**src/rtl/grp_ecc_pkg.sv**
```systemverilog
package grp_ecc_pkg;
  localparam int DW     = 32;
  localparam int PW     = 6;
  localparam int CW     = 39;
  localparam int MAXPOS = 38;

  typedef logic [CW-1:0] cw_t;
  typedef logic [DW-1:0] dword_t;

  typedef enum logic [1:0] {ST_IDLE, ST_FETCH, ST_CHECK} st_t;

  // Hamming positions that are powers of two hold check bits
  function automatic logic is_chk_pos(int i);
    return (i & (i - 1)) == 0;
  endfunction

  function automatic cw_t place_data(dword_t d);
    cw_t c = '0;
    int  k = 0;
    for (int i = 1; i <= MAXPOS; i++) begin
      if (!is_chk_pos(i)) begin
        c[i] = d[k];
        k++;
      end
    end
    return c;
  endfunction

  function automatic dword_t pick_data(cw_t c);
    dword_t d = '0;
    int     k = 0;
    for (int i = 1; i <= MAXPOS; i++) begin
      if (!is_chk_pos(i)) begin
        d[k] = c[i];
        k++;
      end
    end
    return d;
  endfunction

  function automatic logic [PW-1:0] syndrome(cw_t c);
    logic [PW-1:0] s = '0;
    for (int i = 1; i <= MAXPOS; i++) begin
      if (c[i]) s = s ^ PW'(i);
    end
    return s;
  endfunction
endpackage

```
**src/rtl/grp_ecc_enc.sv**
```systemverilog
module grp_ecc_enc
  import grp_ecc_pkg::*;
(
  input  dword_t data,
  output cw_t    code
);
  cw_t           raw;
  logic [PW-1:0] syn;
  logic [CW-1:1] hm;

  assign raw = place_data(data);
  assign syn = syndrome(raw);

  // fill each check position so the full syndrome becomes zero
  always_comb begin
    hm = raw[CW-1:1];
    for (int j = 0; j < PW; j++) begin
      hm[1 << j] = syn[j];
    end
  end

  assign code = {hm, ^hm};
endmodule

```
**src/rtl/grp_ecc_dec.sv**
```systemverilog
module grp_ecc_dec
  import grp_ecc_pkg::*;
(
  input  cw_t    code,
  output dword_t data,
  output logic   single,
  output logic   dbl
);
  logic [PW-1:0] syn;
  logic          ovr;
  cw_t           fixed;

  assign syn = syndrome(code);
  assign ovr = ^code;

  always_comb begin
    fixed  = code;
    single = 1'b0;
    dbl    = 1'b0;
    if (ovr) begin
      if (syn <= PW'(MAXPOS)) begin
        single     = 1'b1;
        fixed[syn] = ~code[syn];
      end else begin
        dbl = 1'b1;
      end
    end else if (syn != '0) begin
      dbl = 1'b1;
    end
  end

  assign data = pick_data(fixed);
endmodule

```
**src/rtl/grp_wear_cnt.sv**
```systemverilog
module grp_wear_cnt #(
  parameter int GW    = 6,
  parameter int CNT_W = 24
) (
  input  logic             clk,
  input  logic             rst,
  input  logic             inc,
  input  logic [GW-1:0]    idx,
  output logic [CNT_W-1:0] cnt_q
);
  localparam int NGRP = 1 << GW;
  localparam logic [CNT_W-1:0] MAXC = {CNT_W{1'b1}};

  logic [CNT_W-1:0] cnt_all [NGRP];
  logic [CNT_W-1:0] cur;
  logic [CNT_W-1:0] nxt;

  for (genvar g = 0; g < NGRP; g++) begin : g_cnt
    logic [CNT_W-1:0] c_r;
    always_ff @(posedge clk) begin
      if (rst) begin
        c_r <= '0;
      end else if (inc && idx == GW'(g) && c_r != MAXC) begin
        c_r <= c_r + 1'b1;
      end
    end
    assign cnt_all[g] = c_r;
  end

  assign cur = cnt_all[idx];
  assign nxt = (cur == MAXC) ? cur : cur + 1'b1;

  always_ff @(posedge clk) begin
    if (rst) cnt_q <= '0;
    else if (inc) cnt_q <= nxt;
  end
endmodule

```
**src/rtl/grp_ecc_mem.sv**
```systemverilog
module grp_ecc_mem
  import grp_ecc_pkg::*;
#(
  parameter int AW    = 8,
  parameter int CNT_W = 24
) (
  input  logic             clk,
  input  logic             rst,
  input  logic             req_valid,
  input  logic             req_we,
  input  logic [AW-1:0]    req_addr,
  input  logic [7:0]       req_wdata,
  output logic             busy,
  output logic             rd_valid,
  output logic [7:0]       rd_data,
  output logic             wr_done,
  output logic [CNT_W-1:0] wr_cnt,
  output logic             err_corr,
  output logic             err_uncorr,
  output logic             arr_rd_en,
  output logic             arr_wr_en,
  output logic [AW-3:0]    arr_addr,
  output logic [38:0]      arr_wdata,
  input  logic [38:0]      arr_rdata
);
  localparam int GW    = AW - 2;
  localparam int LANES = DW / 8;

  st_t           st;
  logic [GW-1:0] grp_q;
  logic [1:0]    lane_q;
  logic          we_q;
  logic [7:0]    wdat_q;

  dword_t dec_data;
  dword_t merged;
  logic   dec_single;
  logic   dec_dbl;
  cw_t    enc_code;
  logic   cnt_inc;

  grp_ecc_dec dec_i (
    .code   (arr_rdata),
    .data   (dec_data),
    .single (dec_single),
    .dbl    (dec_dbl)
  );

  for (genvar b = 0; b < LANES; b++) begin : g_lane
    assign merged[8*b +: 8] = (lane_q == 2'(b)) ? wdat_q : dec_data[8*b +: 8];
  end

  grp_ecc_enc enc_i (
    .data (merged),
    .code (enc_code)
  );

  assign cnt_inc = (st == ST_CHECK) && we_q;

  grp_wear_cnt #(.GW(GW), .CNT_W(CNT_W)) wear_i (
    .clk   (clk),
    .rst   (rst),
    .inc   (cnt_inc),
    .idx   (grp_q),
    .cnt_q (wr_cnt)
  );

  always_ff @(posedge clk) begin
    if (rst) begin
      st         <= ST_IDLE;
      busy       <= 1'b0;
      grp_q      <= '0;
      lane_q     <= '0;
      we_q       <= 1'b0;
      wdat_q     <= '0;
      rd_valid   <= 1'b0;
      rd_data    <= '0;
      wr_done    <= 1'b0;
      err_corr   <= 1'b0;
      err_uncorr <= 1'b0;
      arr_rd_en  <= 1'b0;
      arr_wr_en  <= 1'b0;
      arr_addr   <= '0;
      arr_wdata  <= '0;
    end else begin
      rd_valid  <= 1'b0;
      wr_done   <= 1'b0;
      arr_rd_en <= 1'b0;
      arr_wr_en <= 1'b0;
      case (st)
        ST_IDLE: begin
          if (req_valid) begin
            grp_q     <= req_addr[AW-1:2];
            lane_q    <= req_addr[1:0];
            we_q      <= req_we;
            wdat_q    <= req_wdata;
            arr_addr  <= req_addr[AW-1:2];
            arr_rd_en <= 1'b1;
            busy      <= 1'b1;
            st        <= ST_FETCH;
          end
        end
        ST_FETCH: st <= ST_CHECK;
        ST_CHECK: begin
          busy <= 1'b0;
          st   <= ST_IDLE;
          if (dec_single) err_corr   <= 1'b1;
          if (dec_dbl)    err_uncorr <= 1'b1;
          if (we_q) begin
            arr_wr_en <= 1'b1;
            arr_wdata <= enc_code;
            wr_done   <= 1'b1;
          end else begin
            rd_valid <= 1'b1;
            rd_data  <= dec_data[8*lane_q +: 8];
          end
        end
        default: st <= ST_IDLE;
      endcase
    end
  end
endmodule

```
**config.mk**
```make
export PLATFORM = sky130hd
export DESIGN_NAME = grp_ecc_mem
export DESIGN_NICKNAME = d
export VERILOG_FILES = /design/src/rtl/grp_ecc_pkg.sv /design/src/rtl/grp_ecc_enc.sv /design/src/rtl/grp_ecc_dec.sv /design/src/rtl/grp_wear_cnt.sv /design/src/rtl/grp_ecc_mem.sv
export SDC_FILE = /design/constraint.sdc
export NUM_CORES = 2
export LEC_CHECK = 0
export BUFFER_PORTS_ARGS = -buffer_cell sky130_fd_sc_hd__clkbuf_2
export CORE_MARGIN = 8
export CORE_UTILIZATION = 64
export DETAILED_ROUTE_END_ITERATION = 10
export PLACE_DENSITY = 0.88
export SLEW_MARGIN = 15
export SYNTH_ARGS = -nofsm -noshare
export SYNTH_HDL_FRONTEND = slang
export SYNTH_SLANG_ARGS = --single-unit
export TNS_END_PERCENT = 1
```
**constraint.sdc**
```tcl
create_clock -name clk -period 6.15 [get_ports clk]
set_input_delay 1.23 -clock clk [delete_from_list [all_inputs] [get_ports clk]]
set_output_delay 1.23 -clock clk [all_outputs]
set_load 0.02 [all_outputs]
```
==> flow_metrics.py <==
metrics = {
    "placement": {
        "hpwl_um": 184800,
        "place_congestion": 0.9841,
        "port_buffers": 142,
    },
    "synth": {
        "synth_area_leaders": "dfxtp_1 (39%), mux4_2 (14%), xor2_1 (10%), nor2_1 (7.3%), xnor2_1 (4.1%)",
        "syn_avg_cell_area_um2": 9.265,
        "synthCells": 9034,
        "yosysSeqAreaShare": 0.3903,
        "yosys_register_bits": 1632,
        "yosys.area.top_type_share": 0.3903,
        "synthArstFlopShare": 0,
        "synth_top_cell_by_area": "dfxtp_1",
        "synth_cell_types": 71,
        "yosys_warnings": 0,
        "syn_area_um2": 83700,
        "synth_flop_cell": "dfxtp_1",
        "syn_nets": 9158,
        "synth_edf_count": 0,
    },
    "grt": {
        "grt_overflow": 0,
        "antenna_found_initial": 31,
        "grt_max_degree": 257,
        "grt_usage": 0.3514,
        "grt_pass1_wl_um": 398800,
        "grt_pass1_vias": 69705,
    },
    "clock_tree": {
        "cts_root_buf": "clkbuf_16",
        "post_cts_buffers": 0,
        "tritoncts": "built",
        "cts_buffers": 166,
        "cts_resized": 0,
        "max-clock-path-buffers": 3,
        "clock_sink_count": 1632,
        "cts-htree-levels": 4,
        "clkSlewWorstSetupHoldPaths_ns": 0.07,
        "insertion_delay_ns": 0.84,
        "hold_buffers": 0,
    },
    "route": {
        "remaining_drc_errors": 0,
        "wire_per_inst_um": 23.55,
        "via_per_inst": 6.605,
        "final_antenna_net_count": 0,
        "vias": 72871,
        "drt-initial-drc-count": 10203,
        "drt_wl_total_um": 259900,
        "drtPass1Iterations": 7,
    },
    "power_and_ir_drop": {
        "finalPower_mw": 23.89,
        "seqPwrFrac": 0.445,
        "pwr-share-comb": 0.109,
        "leakage_nw": 32.21,
        "p_int_mw": 17.72,
        "switchingPower_mw": 6.179,
        "p_sw_frac": 0.2586,
        "ir_worst_vdd_mv": 0.2514,
        "p_clk_frac": 0.446,
        "p_per_area_nw_per_um2": 258.4,
    },
    "sta": {
        "finalSetupViolations": 0,
        "hold_viol_final": 0,
        "finClkSkew_ns": 0.03311,
        "fin_tns_setup_ns": 0,
        "slew_viol_final": 0,
        "period_needed_ns": 5.343,
        "rsz0062_at_grt": "no",
        "tightestPinTransition_ns": 1.334,
        "relSlewSlack": 0.1022,
        "finalCritPeriodShare": 0.8688,
        "max_clock_freq_mhz": 187.2,
    },
    "floorplanning": {
        "core-area_um2": 129600,
        "rows": 132,
        "io_pins": 143,
        "start_util": 0.6456,
        "dieArea_um2": 142600,
        "die_y_um": 377.6,
        "fp.dieW_um": 377.6,
    },
    "setup_path": {
        "ff2ff_path_depth": 12,
        "crit_chain": "nor2b_1 -> nand2_1 -> buf_4 -> nor2_1 -> nand2_1 -> nor4_1 -> nand4_1 -> nor2_1 -> nand2_1 -> or3_1 -> xor2_1 -> nor2_1",
        "crit_slowest_cell": "nor4_1",
        "critPathMaxFanout": 20,
        "critical_path_class": "flip-flop to flip-flop",
        "crit_path_start_kind": "flip-flop",
        "cp-end-kind": "flip-flop",
        "crit_required_ns": 6.82,
        "cpPeakStageDelay_ns": 1.04,
        "arrival_ns": 6.01,
    },
    "run_status": {
        "status": "completed",
    },
    "cells_and_area": {
        "seqCellArea_um2": 32690,
        "final_cell_mix": "nor2_1 (1626), dfxtp_1 (1626), xor2_1 (993), nand2_1 (883), mux4_2 (510)",
        "finish.utilization": 0.7132,
        "num-fill-cells": 8540,
        "area_delta_synth_final_pct": 10.47,
        "multi_input_area_um2": 49320,
        "drive_gt1_frac": 0.1222,
        "nets": 9253,
    },
    "hold_path": {
        "holdCritPathClass": "flip-flop to flip-flop",
        "holdPathStages": 2,
    },
    "flow_run": {
        "cap_violations": 0,
    },
}
-- synthesized netlist by cell type, types with 30 or more instances --
library cell,instances
nand2_1,883
o21ai_0,229
nand2b_1,34
nor2_1,1626
ha_1,65
xnor2_1,388
mux2i_1,81
inv_1,83
xor2_1,993
buf_1,30
nor3_1,125
mux4_2,510
nor2b_1,76
a211oi_1,46
dfxtp_1,1632
nand3_1,493
nand4_1,260
buf_2,61
nor4_1,46
clkbuf_1,266
a21oi_1,287
or3_1,227
and4_1,90
and3_1,277
and2_1,59
-- power groups by stage --
stage          sequential (mW)  combinational, mW  clock, mW
2_1_floorplan             10.8               1.72          0
3_3_place_gp              10.9               2.53          0
3_5_place_dp              10.9               2.54          0
4_1_cts                   10.6               2.56       10.7
5_1_grt                   10.6               2.74       11.1
6_report                  10.6               2.60       10.7
-- kinds of logic (layout without fill, tap and decap cells) --
logic type / after synthesis / in the layout / synth area share
simple gates: 4220 / 4220 / 0.2340
flops: 1632 / 1632 / 0.3903
xor+xnor: 1408 / 1408 / 0.1514
compound gates: 671 / 671 / 0.04618
mux: 594 / 594 / 0.1474
buf+inv: 444 / 677 / 0.02100
fa+ha+maj: 65 / 65 / 0.009716
other cells: 0 / 24 / 0
-- state kept, by name, indices dropped and copies added, names as in the netlist --
signal	count
wear_i.g_cnt.c_r	1536
grp_q	6
err_uncorr	1
st	2
rd_data	8
rd_valid	1
lane_q	2
we_q	1
err_corr	1
arr_wr_en	1
wear_i.cnt_q	24
wdat_q	8
arr_wdata	39
busy	1
arr_rd_en	1
-- path summary, 6_finish.rpt --
path,to,startpoint,slack (ns)
worst min-delay path,err_uncorr,err_uncorr,0.45
worst max-delay path,wear_i.g_cnt[31].c_r[23],st[1],0.81
worst max register to register,wear_i.g_cnt[31].c_r[23],st[1],0.81
worst min register to register,err_uncorr,err_uncorr,0.45
-- per-stage QoR --
step	setup WS [ns]	std cells	hold WS, ns	cell area, um2
finish	0.8067	11033	0.4477	92470
CTS	0.9000	11009	0.4518	92390
global route	0.6472	11010	0.4783	92410
global placement	0.2089	10703	0.4332	86610
floorplan	0.6024	9034	0.4558	83700
detailed placement	0.1968	10703	0.4429	86610
-- worst max-delay path: cells and delay by family, from the launching register on --
family,cells,cell delay (ns)
DFF,1,0.42
and+or+nand+nor,10,4.30
xor gates and xnor gates,1,0.19
buffers and inverters,1,0.25
-- routing by layer --
| metal | global-route usage | share of wire | vias to the layer above |
|---|---|---|---|
| met5 | 0 | 0.00044 | - |
| met4 | 0.2332 | 0.077 | 20 |
| met3 | 0.1051 | 0.13 | 1104 |
| met2 | 0.5374 | 0.44 | 4835 |
| met1 | 0.4303 | 0.36 | 35061 |
| li1 | - | - | 31851 |
-- final cells by class --
class                           count  share of cell area
Antenna cell                       24           0.0006495
Clock buffer                      232             0.05193
Multi-Input combinational cell   6958              0.5333
Tap cell                         1742             0.02357
Clock inverter                     74             0.01058
Inverter                           83            0.003369
Timing Repair Buffer              288             0.02303
Sequential cell                  1632              0.3535
Power figures use the tool's default switching activity.
